$ cat src/rtl/redir_pkg.sv
package redir_pkg;
  localparam int REG_W = 5;
  localparam int WID_W = 2;
  localparam int NUM_FILES = 2;

  typedef struct packed {
    logic             valid;
    logic [REG_W-1:0] src;
    logic [REG_W-1:0] tgt;
    logic             vec;
    logic [WID_W-1:0] width;
    logic             simd;
  } redir_entry_t;
endpackage

$ cat src/rtl/redir_bank_store.sv
module redir_bank_store
  import redir_pkg::*;
#(
  parameter int NUM_ENTRIES = 16
) (
  input  logic                              clk_i,
  input  logic                              rst_i,
  input  logic                              we_i,
  input  logic [REG_W-1:0]                  src_i,
  input  logic [REG_W-1:0]                  tgt_i,
  input  logic                              bank_i,
  input  logic                              vec_i,
  input  logic [WID_W-1:0]                  width_i,
  input  logic                              simd_i,
  output redir_entry_t [NUM_ENTRIES-1:0]    entries_o,
  output logic                              reject_o
);
  localparam int IDX_W = (NUM_ENTRIES > 1) ? $clog2(NUM_ENTRIES) : 1;

  redir_entry_t [NUM_ENTRIES-1:0] slots_q;
  logic             hit_found, free_found;
  logic [IDX_W-1:0] hit_idx, free_idx, wr_idx;

  always_comb begin
    hit_found  = 1'b0;
    free_found = 1'b0;
    hit_idx    = '0;
    free_idx   = '0;
    for (int i = 0; i < NUM_ENTRIES; i++) begin
      if (!hit_found && slots_q[i].valid && slots_q[i].src == src_i) begin
        hit_found = 1'b1;
        hit_idx   = IDX_W'(i);
      end
      if (!free_found && !slots_q[i].valid) begin
        free_found = 1'b1;
        free_idx   = IDX_W'(i);
      end
    end
  end

  assign wr_idx   = hit_found ? hit_idx : free_idx;
  assign reject_o = bank_i | (!hit_found & !free_found);

  always_ff @(posedge clk_i) begin
    if (rst_i) begin
      slots_q <= '0;
    end else if (we_i && !reject_o) begin
      slots_q[wr_idx] <= '{valid: 1'b1, src: src_i, tgt: tgt_i,
                           vec: vec_i, width: width_i, simd: simd_i};
    end
  end

  assign entries_o = slots_q;
endmodule

$ cat src/rtl/redir_port_lookup.sv
module redir_port_lookup
  import redir_pkg::*;
#(
  parameter int NUM_ENTRIES = 16
) (
  input  redir_entry_t [NUM_ENTRIES-1:0] entries_i,
  input  logic [REG_W-1:0]               reg_i,
  output logic [REG_W:0]                 phys_o,
  output logic                           vec_o,
  output logic [WID_W-1:0]               width_o,
  output logic                           simd_o
);
  logic             hit;
  logic [REG_W-1:0] tgt;
  logic             vec, simd;
  logic [WID_W-1:0] width;

  always_comb begin
    hit   = 1'b0;
    tgt   = '0;
    vec   = 1'b0;
    width = '0;
    simd  = 1'b0;
    for (int i = 0; i < NUM_ENTRIES; i++) begin
      if (!hit && entries_i[i].valid && entries_i[i].src == reg_i) begin
        hit   = 1'b1;
        tgt   = entries_i[i].tgt;
        vec   = entries_i[i].vec;
        width = entries_i[i].width;
        simd  = entries_i[i].simd;
      end
    end
  end

  assign phys_o  = {1'b0, hit ? tgt : reg_i};
  assign vec_o   = vec;
  assign width_o = width;
  assign simd_o  = simd;
endmodule

$ cat src/rtl/redir_table.sv
module redir_table
  import redir_pkg::*;
#(
  parameter int NUM_ENTRIES = 16,
  parameter int NUM_PORTS   = 3
) (
  input  logic                                 clk_i,
  input  logic                                 rst_i,
  input  logic                                 cfg_we_i,
  input  logic                                 cfg_file_i,
  input  logic [REG_W-1:0]                     cfg_src_i,
  input  logic [REG_W-1:0]                     cfg_tgt_i,
  input  logic                                 cfg_bank_i,
  input  logic                                 cfg_vec_i,
  input  logic [WID_W-1:0]                     cfg_width_i,
  input  logic                                 cfg_simd_i,
  output logic                                 cfg_err_o,
  input  logic [NUM_PORTS-1:0]                 lk_file_i,
  input  logic [NUM_PORTS-1:0][REG_W-1:0]      lk_reg_i,
  output logic [NUM_PORTS-1:0][REG_W:0]        lk_phys_o,
  output logic [NUM_PORTS-1:0]                 lk_vec_o,
  output logic [NUM_PORTS-1:0][WID_W-1:0]      lk_width_o,
  output logic [NUM_PORTS-1:0]                 lk_simd_o
);
  redir_entry_t [NUM_FILES-1:0][NUM_ENTRIES-1:0] file_entries;
  logic [NUM_FILES-1:0] file_reject;
  logic                 err_q;

  for (genvar f = 0; f < NUM_FILES; f++) begin : g_file
    redir_bank_store #(.NUM_ENTRIES(NUM_ENTRIES)) u_store (
      .clk_i     (clk_i),
      .rst_i     (rst_i),
      .we_i      (cfg_we_i && (cfg_file_i == f[0])),
      .src_i     (cfg_src_i),
      .tgt_i     (cfg_tgt_i),
      .bank_i    (cfg_bank_i),
      .vec_i     (cfg_vec_i),
      .width_i   (cfg_width_i),
      .simd_i    (cfg_simd_i),
      .entries_o (file_entries[f]),
      .reject_o  (file_reject[f])
    );
  end

  for (genvar p = 0; p < NUM_PORTS; p++) begin : g_port
    redir_port_lookup #(.NUM_ENTRIES(NUM_ENTRIES)) u_lookup (
      .entries_i (file_entries[lk_file_i[p]]),
      .reg_i     (lk_reg_i[p]),
      .phys_o    (lk_phys_o[p]),
      .vec_o     (lk_vec_o[p]),
      .width_o   (lk_width_o[p]),
      .simd_o    (lk_simd_o[p])
    );
  end

  always_ff @(posedge clk_i) begin
    if (rst_i) err_q <= 1'b0;
    else       err_q <= cfg_we_i & file_reject[cfg_file_i];
  end

  assign cfg_err_o = err_q;
endmodule

$ cat config.mk
export PLATFORM = sky130hd
export DESIGN_NAME = redir_table
export DESIGN_NICKNAME = d
export VERILOG_FILES = /design/src/rtl/redir_pkg.sv /design/src/rtl/redir_bank_store.sv /design/src/rtl/redir_port_lookup.sv /design/src/rtl/redir_table.sv
export SDC_FILE = /design/constraint.sdc
export NUM_CORES = 2
export LEC_CHECK = 0
export BUFFER_PORTS_ARGS = -buffer_cell sky130_fd_sc_hd__buf_2
export CORE_MARGIN = 5
export CORE_UTILIZATION = 30
export CTS_CLUSTER_DIAMETER = 40
export DETAILED_ROUTE_END_ITERATION = 6
export SLEW_MARGIN = 20
export SYNTH_ARGS = -nofsm -noshare
export SYNTH_HDL_FRONTEND = slang
export SYNTH_SLANG_ARGS = --single-unit
export TNS_END_PERCENT = 10
$ cat constraint.sdc
create_clock -name clk_i -period 7.46 [get_ports clk_i]
set_input_delay 0.373 -clock clk_i [delete_from_list [all_inputs] [get_ports clk_i]]
set_output_delay 0.373 -clock clk_i [all_outputs]
set_load 0.03 [all_outputs]
==> metrics.txt <==
number of port buffers=64; Die Span X=352.7 µm; setup violators final=0; Post-synth EDFFs=0; Multi-input gate area=0.02354 mm²; prevailing post-synth register cell=dfxtp_1; Post-Syn Area=0.03524 mm²; power density over the cells=184.6 mW/mm²; Seq/Total Area, Yosys=0.2732; Ports=68; Synth Instances=4,138; status=complete, no violations; Worst Hold Class=input pin to flip-flop; largest net degree at the start of global routing=192; Slew Viols, Final=0; total track usage=0.1994; Vias/cell=5.646; Yosys reg bits=481; Worst-Skew Late Latency=0.65 ns; synth warn=0; CP delay by family, top=simple AND/OR/NAND/NOR gates; leakage=15.78 nW; post-CTS sizing=0; vias in the first global route=29,640; total negative setup slack=0 ns; Clock Skew=0.03507 ns; hold_buf cts=0; Finished Layout Cells=5,581; Slowest-stage cell, CP=buf_4; Worst EP required=7.09 ns; crit path DAT=5.30 ns; Clock Path Buffers=3; Slew headroom=0.1958; DR iter-0 viols=3,527; crit path launch type=input pin; P&R area growth vs syn=10.98%; Critical Path End Type=output port; Final ANT Viol Nets=0; Crit path largest cell delay=0.86 ns; CTS buffer count=85; initial antenna violation count=0; Chip Height=352.7 µm; Nets=4,020; clk slew on worst S/H paths=0.05 ns; post-CTS setup buffer count=0; site row count=125; Achievable Freq=0.1764 GHz; FFs w/ async S/R, synth=0; CTS root buf=clkbuf_16; Starting Density=0.3029; FF/Latch Area=0.009629 mm²; global-route wire length before repair=193,900 µm; fillcell total=12,170; WP buf/inv=3; Initial DRT Pass Iterations=6; dpl cells=5,419; CP max FO=89; layout cells sized above 1=0.1080; die footprint=0.1244 mm²; maximum vdd drop=151.5 µV; H-tree depth=3; placer congestion estimate=0.9939; CTS tree=built; Post-DP HPWL=90,140 µm; clk sinks=481; Avg Cell Area, Syn=8.517 µm²; core area=0.1164 mm²; Final Hold Viols=0; via count=31,510; drc violations=0; final wirelength=131,100 µm; CP Class=input pin to output port; max-cap viol count=0; RSZ-0062 raised after global routing=no; Min Clock Period, post-route=5.669 ns; crit path cell chain=buf_8, buf_4, mux2i_1, xnor2_1, nor3_1, and3_1, nor4_1, nand4_1, or2_2, o2111a_1, o31a_1, o21ai_0, buf_2; Yosys cell types=89; drt wl/cell=23.49 µm; period utilization=0.7599; Overflow after GRT=0; slew at the pin with the worst max-slew slack=1.203 ns
-- final timing paths --
kind                                                 from  cells past startpoint                                      endpoint  slack, ns
min                                              cfg_we_i                      3                          cfg_err_o$_SDFF_PP0_       0.05
min reg2reg  g_file[1].u_store.entries_o[83]$_SDFFE_PP0P_                      2  g_file[1].u_store.entries_o[83]$_SDFFE_PP0P_       0.51
max reg2reg  g_file[1].u_store.entries_o[40]$_SDFFE_PP0P_                     11  g_file[1].u_store.entries_o[73]$_SDFFE_PP0P_       2.59
max                                          lk_file_i[2]                     13                                 lk_phys_o[14]       1.79
-- metal layers --
layer | part of all wire | global-route usage | up-vias
met5 | 0 | 0 | -
met3 | 0.083 | 0.03510 | 303
met1 | 0.44 | 0.2776 | 15310
li1 | - | - | 14470
met4 | 0.042 | 0.07949 | 0
met2 | 0.44 | 0.3056 | 1429
-- cells in the mapped netlist (8+ instances only) --
library cell | instances | area [µm²]
a211o_1 | 12 | 105.1
a211oi_1 | 61 | 457.9
a21oi_1 | 177 | 885.9
a221oi_1 | 15 | 131.4
a22oi_1 | 39 | 292.8
a31oi_1 | 16 | 100.1
and2_1 | 17 | 106.4
and3_1 | 31 | 193.9
and4_1 | 11 | 96.34
buf_1 | 14 | 52.55
buf_2 | 108 | 540.5
buf_4 | 49 | 367.9
buf_6 | 24 | 270.3
clkbuf_1 | 175 | 656.9
dfxtp_1 | 481 | 9629
inv_1 | 33 | 123.9
mux2_2 | 102 | 1149
mux2i_1 | 858 | 8588
nand2_1 | 230 | 863.3
nand2b_1 | 20 | 125.1
nand3_1 | 144 | 720.7
nand4_1 | 39 | 244.0
nor2_1 | 491 | 1843
nor2b_1 | 51 | 319.1
nor3_1 | 67 | 335.3
nor4_1 | 33 | 206.5
o211ai_1 | 34 | 255.2
o21ai_0 | 117 | 585.6
o221ai_1 | 21 | 183.9
o22a_1 | 10 | 87.58
o22ai_1 | 38 | 237.7
o32ai_1 | 36 | 315.3
or3_1 | 8 | 50.05
xnor2_1 | 208 | 1822
xor2_1 | 219 | 1918
-- state kept, by name, summed over array words and instances (netlist names) --
signal,flops
cfg_err_o,1
g_file.u_store.entries_o,480
-- placed cells by master, fill, tap and decap left out, drive strengths merged, types with 9 or more instances in the layout --
cell type,n
a211o,12
xor2,219
a221oi,15
and3,31
clkinv,28
bufinv,9
nor3,72
a22oi,39
o32ai,36
buf,135
and2,18
mux2i,858
a21oi,177
nand4,39
mux2,102
nor2,494
nor2b,51
nand2b,20
o22a,10
a211oi,61
clkbuf,98
inv,53
o211ai,35
o21ai,118
a31oi,16
o221ai,22
xnor2,208
dfxtp,481
nand3,144
nor4,41
and4,11
nand2,238
o22ai,38
-- logic make-up (layout without fill, tap and decap cells) --
| kind of cell | count (synthesis) | after routing | synth area share |
|---|---|---|---|
| AO/OA/AOI/OAI | 660 | 660 | 0.1248 |
| buffers and inverters | 414 | 330 | 0.06057 |
| AND/OR/NAND/NOR | 1195 | 1195 | 0.1589 |
| XOR/XNOR | 427 | 427 | 0.1061 |
| flip-flops | 481 | 481 | 0.2732 |
| multiplexers | 960 | 960 | 0.2763 |
| other | 1 | 4 | 0.0001064 |
-- stage by stage --
step	total power, mW	setup slack, ns	utilization	hold slack (ns)	area [µm²]
final	7.221	1.791	0.3361	0.04611	39110
after global routing	7.410	1.697	0.3361	0.04718	39110
after CTS	7.258	1.870	0.3358	0.01590	39080
after detailed placement	3.217	1.868	0.3103	0.4959	36110
after global placement	3.214	1.883	0.3103	0.4921	36110
after floorplan	3.080	3.440	-	0.4724	35250
-- power breakdown --
group	switching, mW	internal [mW]
clock	1.52	2.52
sequential	0.0105	2.58
combinational	0.401	0.186
-- area by class of cell --
class,instances,share of cell area
antenna,1,0.00006398
clock buffer,98,0.05720
clock inverter,62,0.01862
inverter,35,0.003359
multi-input combinational,3245,0.6018
sequential,481,0.2462
tap,1524,0.04875
timing repair buffer,135,0.02399
-- tightest hold or removal path: cells and delay by family --
family	cells	cell delay, ns
buffers and inverters	1	0.14
and+or+nand+nor	1	0.07
AOI/OAI and AO/OA	1	0.04
No activity file was read; power rests on OpenSTA's default activity.
